$ cat config.mk
export PLATFORM = sky130hd
export DESIGN_NAME = agu_ptr_unit
export DESIGN_NICKNAME = d
export VERILOG_FILES = /design/src/rtl/agu_pkg.sv /design/src/rtl/agu_ptr_mux.sv /design/src/rtl/agu_calc.sv /design/src/rtl/agu_ptr_unit.sv
export SDC_FILE = /design/constraint.sdc
export NUM_CORES = 1
export LEC_CHECK = 0
export ABC_AREA = 1
export BUFFER_PORTS_ARGS = -buffer_cell sky130_fd_sc_hd__buf_2
export CELL_PAD_IN_SITES_DETAIL_PLACEMENT = 1
export CELL_PAD_IN_SITES_GLOBAL_PLACEMENT = 2
export CORE_ASPECT_RATIO = 1.75
export CORE_MARGIN = 2
export CORE_UTILIZATION = 28
export DETAILED_ROUTE_END_ITERATION = 10
export PLACE_DENSITY_LB_ADDON = 0.15
export SYNTH_ARGS = -nofsm -noshare
export SYNTH_HDL_FRONTEND = slang
export SYNTH_HIERARCHICAL = 1
export SYNTH_SLANG_ARGS = --single-unit
$ cat constraint.sdc
create_clock -name clk -period 3.46 [get_ports clk]
set_input_delay 0.173 -clock clk [delete_from_list [all_inputs] [get_ports clk]]
set_output_delay 0.173 -clock clk [all_outputs]
set_load 0.02 [all_outputs]
$ cat src/rtl/agu_pkg.sv
package agu_pkg;
  localparam logic [2:0] AM_DIRECT  = 3'd0;
  localparam logic [2:0] AM_IND     = 3'd1;
  localparam logic [2:0] AM_DISP    = 3'd2;
  localparam logic [2:0] AM_PREDEC  = 3'd3;
  localparam logic [2:0] AM_POSTINC = 3'd4;
  localparam logic [1:0] SEL_X = 2'd0;
  localparam logic [1:0] SEL_Y = 2'd1;
  localparam logic [1:0] SEL_Z = 2'd2;
  localparam int NPTR = 3;
endpackage

$ cat src/rtl/agu_ptr_mux.sv
module agu_ptr_mux #(
  parameter int DW = 8,
  localparam int AW = 2 * DW
) (
  input  logic [6*DW-1:0] gpr_hi,
  input  logic [1:0]      sel,
  output logic [AW-1:0]   ptr
);
  logic [AW-1:0] pair [agu_pkg::NPTR];

  // pointer p = {register 26+2p+1, register 26+2p}
  for (genvar p = 0; p < agu_pkg::NPTR; p++) begin : g_pair
    assign pair[p] = {gpr_hi[(2*p+1)*DW +: DW], gpr_hi[(2*p)*DW +: DW]};
  end

  always_comb begin
    case (sel)
      agu_pkg::SEL_X: ptr = pair[0];
      agu_pkg::SEL_Y: ptr = pair[1];
      agu_pkg::SEL_Z: ptr = pair[2];
      default:        ptr = '0;
    endcase
  end
endmodule

$ cat src/rtl/agu_calc.sv
module agu_calc #(
  parameter int DW    = 8,
  parameter int DISPW = 6,
  localparam int AW   = 2 * DW
) (
  input  logic [2:0]       mode,
  input  logic [1:0]       sel,
  input  logic [DISPW-1:0] disp,
  input  logic [AW-1:0]    direct_addr,
  input  logic [AW-1:0]    ptr,
  output logic [AW-1:0]    eff,
  output logic [AW-1:0]    wb,
  output logic             wb_en,
  output logic             bad
);
  import agu_pkg::*;

  logic          uses_ptr;
  logic [AW-1:0] disp_ext;

  assign disp_ext = {{(AW-DISPW){1'b0}}, disp};
  assign uses_ptr = (mode == AM_IND) || (mode == AM_DISP) ||
                    (mode == AM_PREDEC) || (mode == AM_POSTINC);
  assign bad = (mode > AM_POSTINC) ||
               (uses_ptr && (sel > SEL_Z)) ||
               ((mode == AM_DISP) && (sel == SEL_X));

  always_comb begin
    eff   = '0;
    wb    = '0;
    wb_en = 1'b0;
    if (!bad) begin
      case (mode)
        AM_DIRECT: eff = direct_addr;
        AM_IND:    eff = ptr;
        AM_DISP:   eff = ptr + disp_ext;
        AM_PREDEC: begin
          eff   = ptr - 1'b1;
          wb    = ptr - 1'b1;
          wb_en = 1'b1;
        end
        AM_POSTINC: begin
          eff   = ptr;
          wb    = ptr + 1'b1;
          wb_en = 1'b1;
        end
        default: eff = '0;
      endcase
    end
  end
endmodule

$ cat src/rtl/agu_ptr_unit.sv
module agu_ptr_unit #(
  parameter int DW    = 8,
  parameter int DISPW = 6,
  localparam int AW   = 2 * DW
) (
  input  logic             clk,
  input  logic             rst,
  input  logic             start,
  input  logic [2:0]       mode,
  input  logic [1:0]       ptr_sel,
  input  logic [DISPW-1:0] disp,
  input  logic [AW-1:0]    direct_addr,
  input  logic [6*DW-1:0]  gpr_hi,
  output logic             done,
  output logic [AW-1:0]    eff_addr,
  output logic [AW-1:0]    wb_data,
  output logic             wb_en,
  output logic [1:0]       wb_sel,
  output logic             illegal
);
  logic [AW-1:0] ptr_q;
  logic [AW-1:0] c_eff;
  logic [AW-1:0] c_wb;
  logic          c_wb_en;
  logic          c_bad;

  agu_ptr_mux #(.DW(DW)) u_mux (
    .gpr_hi (gpr_hi),
    .sel    (ptr_sel),
    .ptr    (ptr_q)
  );

  agu_calc #(.DW(DW), .DISPW(DISPW)) u_calc (
    .mode        (mode),
    .sel         (ptr_sel),
    .disp        (disp),
    .direct_addr (direct_addr),
    .ptr         (ptr_q),
    .eff         (c_eff),
    .wb          (c_wb),
    .wb_en       (c_wb_en),
    .bad         (c_bad)
  );

  always_ff @(posedge clk) begin
    if (rst) begin
      done     <= 1'b0;
      eff_addr <= '0;
      wb_data  <= '0;
      wb_en    <= 1'b0;
      wb_sel   <= '0;
      illegal  <= 1'b0;
    end else begin
      done <= start;
      if (start) begin
        eff_addr <= c_eff;
        wb_data  <= c_wb;
        wb_en    <= c_wb_en;
        wb_sel   <= ptr_sel;
        illegal  <= c_bad;
      end else begin
        wb_en   <= 1'b0;
        illegal <= 1'b0;
      end
    end
  end
endmodule

# Yosys cells after proc, flatten, opt, wreduce, memory -nomap -nowiden
# Index checks and enable logic that the tools add are counted.
word_totals:
  ff_bits: 37
  inputBits: 78
  out_inout_bits: 37
  wordCells: 37
classes:
  n_eq_ne: 6
  n_bitwise: 1
  muxes: 6
  n_lt_le_gt_ge: 2
  addsub: 3
  n_reduce_logical: 13
op_table:
  columns: ["operator", "n"]
  rows:
  - ["one-hot mux 16 bit (4 select lines)", 1]
  - ["one-hot mux 16 bit (3 select lines)", 1]
  - ["two-way mux 16 bit", 2]
  - ["one-hot mux 16 bit (2 select lines)", 1]
  - ["adder 16 x 1 -> 16 bit, second input constant", 1]
  - ["adder 16 x 6 -> 16 bit", 1]
  - ["subtractor 16 x 1 -> 16 bit, second input constant", 1]
  - ["== test 3 x 2 -> 1 bit, second input constant", 2]
  - ["OR reduction 2 bit", 3]
  - ["logical OR 1 bit", 5]
  - ["== test 3 x 1 -> 1 bit, second input constant", 1]
  - ["== test 3 bit, second input constant", 1]
  - ["> comparator 3 bit, second input constant", 1]
  - ["zero test 3 bit", 1]
  - ["OR reduction 3 bit", 1]
  - ["== test 2 x 1 -> 1 bit, second input constant", 1]
  - ["== test 2 bit, second input constant", 1]
  - ["> comparator 2 bit, second input constant", 1]
  - ["logical AND 1 bit", 2]
  - ["zero test 2 bit", 1]
  - ["two-way mux 1 bit", 1]
  - ["NOT 1 bit", 1]

# Longest topological paths before layout
logic_depth:
  depth_word: 8
  mapped_depth: 20
  ltp_nobuf: 19

# Hierarchy
# The synthesis kept the hierarchy.
by_module_without_submodules:
  columns: ["mod", "area_per_inst_um2", "seq_area_each_um2", "instances", "cells_per_inst"]
  rows:
  - ["agu_calc", 2054.5, 0.0, 1, 416]
  - ["agu_ptr_unit", 1515.2, 740.7, 1, 223]
  - ["agu_ptr_mux", 399.1, 0.0, 1, 74]

# Least setup slack after synthesis
# No wires, ideal clock.
synth_timing:
  path_type: "in2reg"
  startpoint: "input ptr_sel[0]"
  endpoint: "register eff_addr[8]"
  setup_ns: 0.064
  required_ns: 3.396
  arrival_time_ns: 2.186
  setup_slack_ns: 1.210
  path_stages: 16
  n_path_buf: 1
  cell_sequence: "buf_6 nor2_8 nand2_1 nand3_1 ha_1 inv_1 fa_1 o21ai_0 nand3_1 o211ai_1 nand3_1 a21oi_2 inv_1 nand2_1 nand2_1 nor2_1"
synth_via:
  elab_chain_cells: 5
  word_cells_on_any_way: 13
  cone_classes: "add/sub (2); order compare (1); eq/ne (2); mux (3); reduce/logical (5)"
synth_rtl:
  columns: ["element", "line_no", "text"]
  rows:
  - ["start: declaration", "agu_ptr_unit.sv:10", "input logic [1:0] ptr_sel,"]
  - ["== test 2 bit (tied with other cells)", "agu_ptr_mux.sv:17", "case (sel)"]
  - ["one-hot mux 16 bit (3 select lines) *", "agu_ptr_mux.sv:17", null]
  - ["named net ptr_q[0]", "agu_ptr_unit.sv:21", "logic [AW-1:0] ptr_q;"]
  - ["subtractor 16 x 1 -> 16 bit / adder 16 x 6 -> 16 bit (equally long branches)", "agu_calc.sv:38, agu_calc.sv:36", null]
  - ["one-hot mux 16 bit (4 select lines) *", "agu_calc.sv:33", "case (mode)"]
  - ["two-way mux 16 bit *", "agu_calc.sv:32", "if (!bad) begin"]
  - ["named net c_eff[8]", "agu_ptr_unit.sv:22", "logic [AW-1:0] c_eff;"]
  - ["end signal: assignment", "agu_ptr_unit.sv:48", "eff_addr <= '0;"]
  - ["end signal: assignment", "agu_ptr_unit.sv:56", "eff_addr <= c_eff;"]
  - ["end: declaration", "agu_ptr_unit.sv:15", "output logic [AW-1:0] eff_addr,"]
# The timed path passes the listed nets; every way through them passes the cells marked *.
# A chain may end at the register's enable or synchronous reset.

# Worst setup path in the final report
layout_timing:
  startpoint: "input ptr_sel[1]"
  endpoint: "register eff_addr[10]"
# The elaborated chain is that of the path after synthesis.

==> results.tsv <==
stage	metric	value	unit
run_status	outcome	finished clean	
power_and_ir_drop	power per cell area	311.9	nW/um2
critical_path	CP endpoint kind	flop	
synth	register bit total from synthesis	37	
floorplan	die width	94.00	um
min_path	Hold Crit Class	primary input to flop	
timing	setup TNS	0	ns
power_and_ir_drop	Net Sw Frac	37.39	%
cells_and_area	most frequent cells in the layout	182 x nand2_1, 128 x nor2_1, 114 x buf_2	
power_and_ir_drop	Worst VDD drop	0.1618	mV
power_and_ir_drop	Power, Total	1.449	mW
critical_path	critical path class	primary input to flop	
timing	Tmin final	2.829	ns
power_and_ir_drop	NetSw	0.5416	mW
critical_path	Worst Path Required	3.63	ns
detailed_routing	Final ANT Viol Nets	0	
placed_design	HPWL after DPL	12840	um
power_and_ir_drop	Comb power frac	37.6	%
critical_path	worst path cell trace	buf_2 -> inv_2 -> nand3_1 -> nand3_1 -> ha_1 -> a21oi_1 -> nand3_1 -> nand2_1 -> nand2_1 -> nand2_1 -> nor2_1 -> nor2_1 -> nor2_1 -> inv_1 -> nand2_1 -> nand2_1 -> nor2_1	
floorplan	Site Rows	57	
timing	Hold Vio Cnt, Final	0	
cts	post-CTS repair timing setup buffer count	0	
cells_and_area	Finished Layout Cells	982	
detailed_routing	TritonRoute pass-1 iters	4	
cts	clk_lat worst skew	0.28	ns
placed_design	gpl congestion	0.8872	
placed_design	Placed Cells	975	
cells_and_area	area delta synth->final	17.02	%
cells_and_area	Final nets	892	
cts	CTS clk-pin slew, worst paths	0.05	ns
timing	Min Hold Slack	0.08544	ns
grt	initial antenna violation count	0	
critical_path	Worst R2R Setup Slack	2.86	ns
synth	asr flop ratio synth	0	%
critical_path	peak fanout along the critical path	21	
power_and_ir_drop	Reg power frac	32.1	%
timing	RSZ-0062 raised after global routing	no	
cells_and_area	share of cells above drive strength 1	20.12	%
timing	fin crit share	81.77	%
cells_and_area	Antenna Cells	0	
synth	Post-Synthesis Net Count	800	
synth	post-synthesis sequential area ratio	18.66	%
min_path	Hold Path Origin	rst	
critical_path	CP max-delay cell	ha_1	
grt	GRT overflow	0	
detailed_routing	via count	4694	
cts	cts hold-fix bufs	0	
grt	vias in the first global route	4812	
critical_path	sum of buffers and inverters on the critical path	3	
cts	Clock Sinks	37	
synth	Synth cell types	38	
detailed_routing	via density per instance	4.780	
cts	clk root buf	clkbuf_16	
synth	Primary FF master, synth	dfxtp_1	
synth	syn_area_per_cell	5.566	um2
detailed_routing	Initial DRC Count	170	
detailed_routing	Total Wirelength	15530	um
timing	Max Freq	353.5	MHz
placed_design	# port buffers	114	
cts	Num CTS Buffers	5	
cts	Longest Clk Path Bufs	2	
power_and_ir_drop	Internal	0.9069	mW
synth	Yosys warning total	6	
critical_path	data arrival time of the critical path	3.00	ns
floorplan	core area	13840	um2
min_path	Hold Path Stages	2	
grt	largest net degree at the start of global routing	72	
floorplan	die area	15180	um2
critical_path	cell mode on critical path	nand2_1	
critical_path	Worst Setup Start Kind	primary input	
cts	Gates resized, CTS repair	0	
grt	first-pass GRT wire length	24760	um
grt	total track usage	20.87	%
critical_path	FF-to-FF End	eff_addr[6]$_SDFFE_PP0P_	
cts	TritonCTS clock tree	yes	
cells_and_area	most common cell after layout, fill and taps aside	nand2_1	
synth	Post-Syn Instances	713	
floorplan	Initial Util	28.69	%
timing	slew margin rel.	20.35	%
floorplan	die height	161.5	um
floorplan	io pins	115	
timing	Final setup violation count	0	
synth	Post-synth EDFFs	0	
power_and_ir_drop	Clk pwr share	30.3	%
cts	Max H-tree Level	2	
timing	Clock Skew	0	ns
power_and_ir_drop	P_leak	2.328	nW
min_path	hold worst-path end	done$_SDFF_PP0_	
synth	synthesized area	3969	um2
critical_path	RR Startpoint	eff_addr[6]$_SDFFE_PP0P_	
critical_path	CP peak stage delay	0.44	ns
detailed_routing	Post-route DRC	0	
timing	Slew Viols, Final	0	
timing	slew of the pin with the lowest slew margin	1.195	ns
critical_path	Largest delay share family, worst path	simple AND/OR/NAND/NOR gates	
critical_path	reg2reg path depth	2	
run	MaxCap Viol Count	0	
detailed_routing	Routed WL per cell	15.81	um
## power groups by stage
stage	registers, mW	clock network (mW)	logic, mW
after floorplan	0.504	0	0.352
after global placement	0.472	0	0.540
after detailed placement	0.474	0	0.546
after CTS	0.465	0.457	0.548
after global routing	0.467	0.473	0.613
final	0.464	0.439	0.545
## registers in the layout (all words and copies together) (netlist names)
signal    cells
eff_addr     16
wb_data      16
wb_sel        2
done          1
illegal       1
wb_en         1
## how the worst max path moves through the flow
stage	to	cells after the start	slack (ns)	from
5_1_grt	eff_addr[10]$_SDFFE_PP0P_	17	0.34	ptr_sel[0]
4_1_cts	eff_addr[10]$_SDFFE_PP0P_	17	0.65	ptr_sel[1]
3_3_place_gp	eff_addr[12]$_SDFFE_PP0P_	16	0.51	ptr_sel[0]
2_1_floorplan	eff_addr[8]$_SDFFE_PP0P_	16	1.21	ptr_sel[0]
6_report	eff_addr[10]$_SDFFE_PP0P_	17	0.63	ptr_sel[1]
3_5_place_dp	eff_addr[10]$_SDFFE_PP0P_	17	0.34	ptr_sel[1]
## kinds of logic after synthesis
kind of cell               after synthesis  share of synthesized area, %
buffers and inverters                  136                         17.02
and+or+nand+nor                        451                         48.83
adders and majority gates                9                         3.027
DFF                                     37                         18.66
xor gates and xnor gates                 1                        0.2207
AOI/OAI and AO/OA                       79                         12.23
## Yosys cell counts, types with 4 or more instances
| cell type | n | share of area, % |
|---|---|---|
| dfxtp_1 | 37 | 19 |
| buf_4 | 5 | 0.95 |
| nand3_1 | 112 | 14 |
| a21oi_1 | 33 | 4.2 |
| nand2_1 | 182 | 17 |
| buf_6 | 17 | 4.8 |
| o21ai_1 | 4 | 0.50 |
| nor2_2 | 4 | 0.63 |
| a21oi_2 | 11 | 2.4 |
| inv_1 | 96 | 9.1 |
| nor3_1 | 5 | 0.63 |
| nand2_2 | 4 | 0.63 |
| inv_2 | 7 | 0.66 |
| o21ai_0 | 21 | 2.6 |
| nor2_1 | 128 | 12 |
| buf_2 | 8 | 1.0 |
| ha_1 | 8 | 2.5 |
## per-layer routing
| layer | global-route usage [%] | share of wire, % | vias to the layer above |
|---|---|---|---|
| met4 | 8.893 | 3.3 | 0 |
| met1 | 24.60 | 42 | 2112 |
| met2 | 38.21 | 50 | 139 |
| met5 | 0 | 0 | - |
| li1 | - | - | 2424 |
| met3 | 1.166 | 4.0 | 19 |
## metrics by stage
stage               cell area, um2  setup WS [ns]  utilization [%]
floorplan                     3969          1.210                -
global placement              4502         0.5129            32.54
detailed placement            4502         0.3409            32.54
CTS                           4644         0.6502            33.57
global route                  4644         0.3390            33.57
finish                        4644         0.6308            33.57
## cell type report
cell class,instances,area (um2)
inverters,103,386.6
repair buffers,118,600.6
fillers,1972,9191
well taps,177,221.5
flip-flops and latches,37,740.7
clock buffers,7,142.6
multi-input cells,540,2552
No activity file was read; power rests on OpenSTA's default activity.
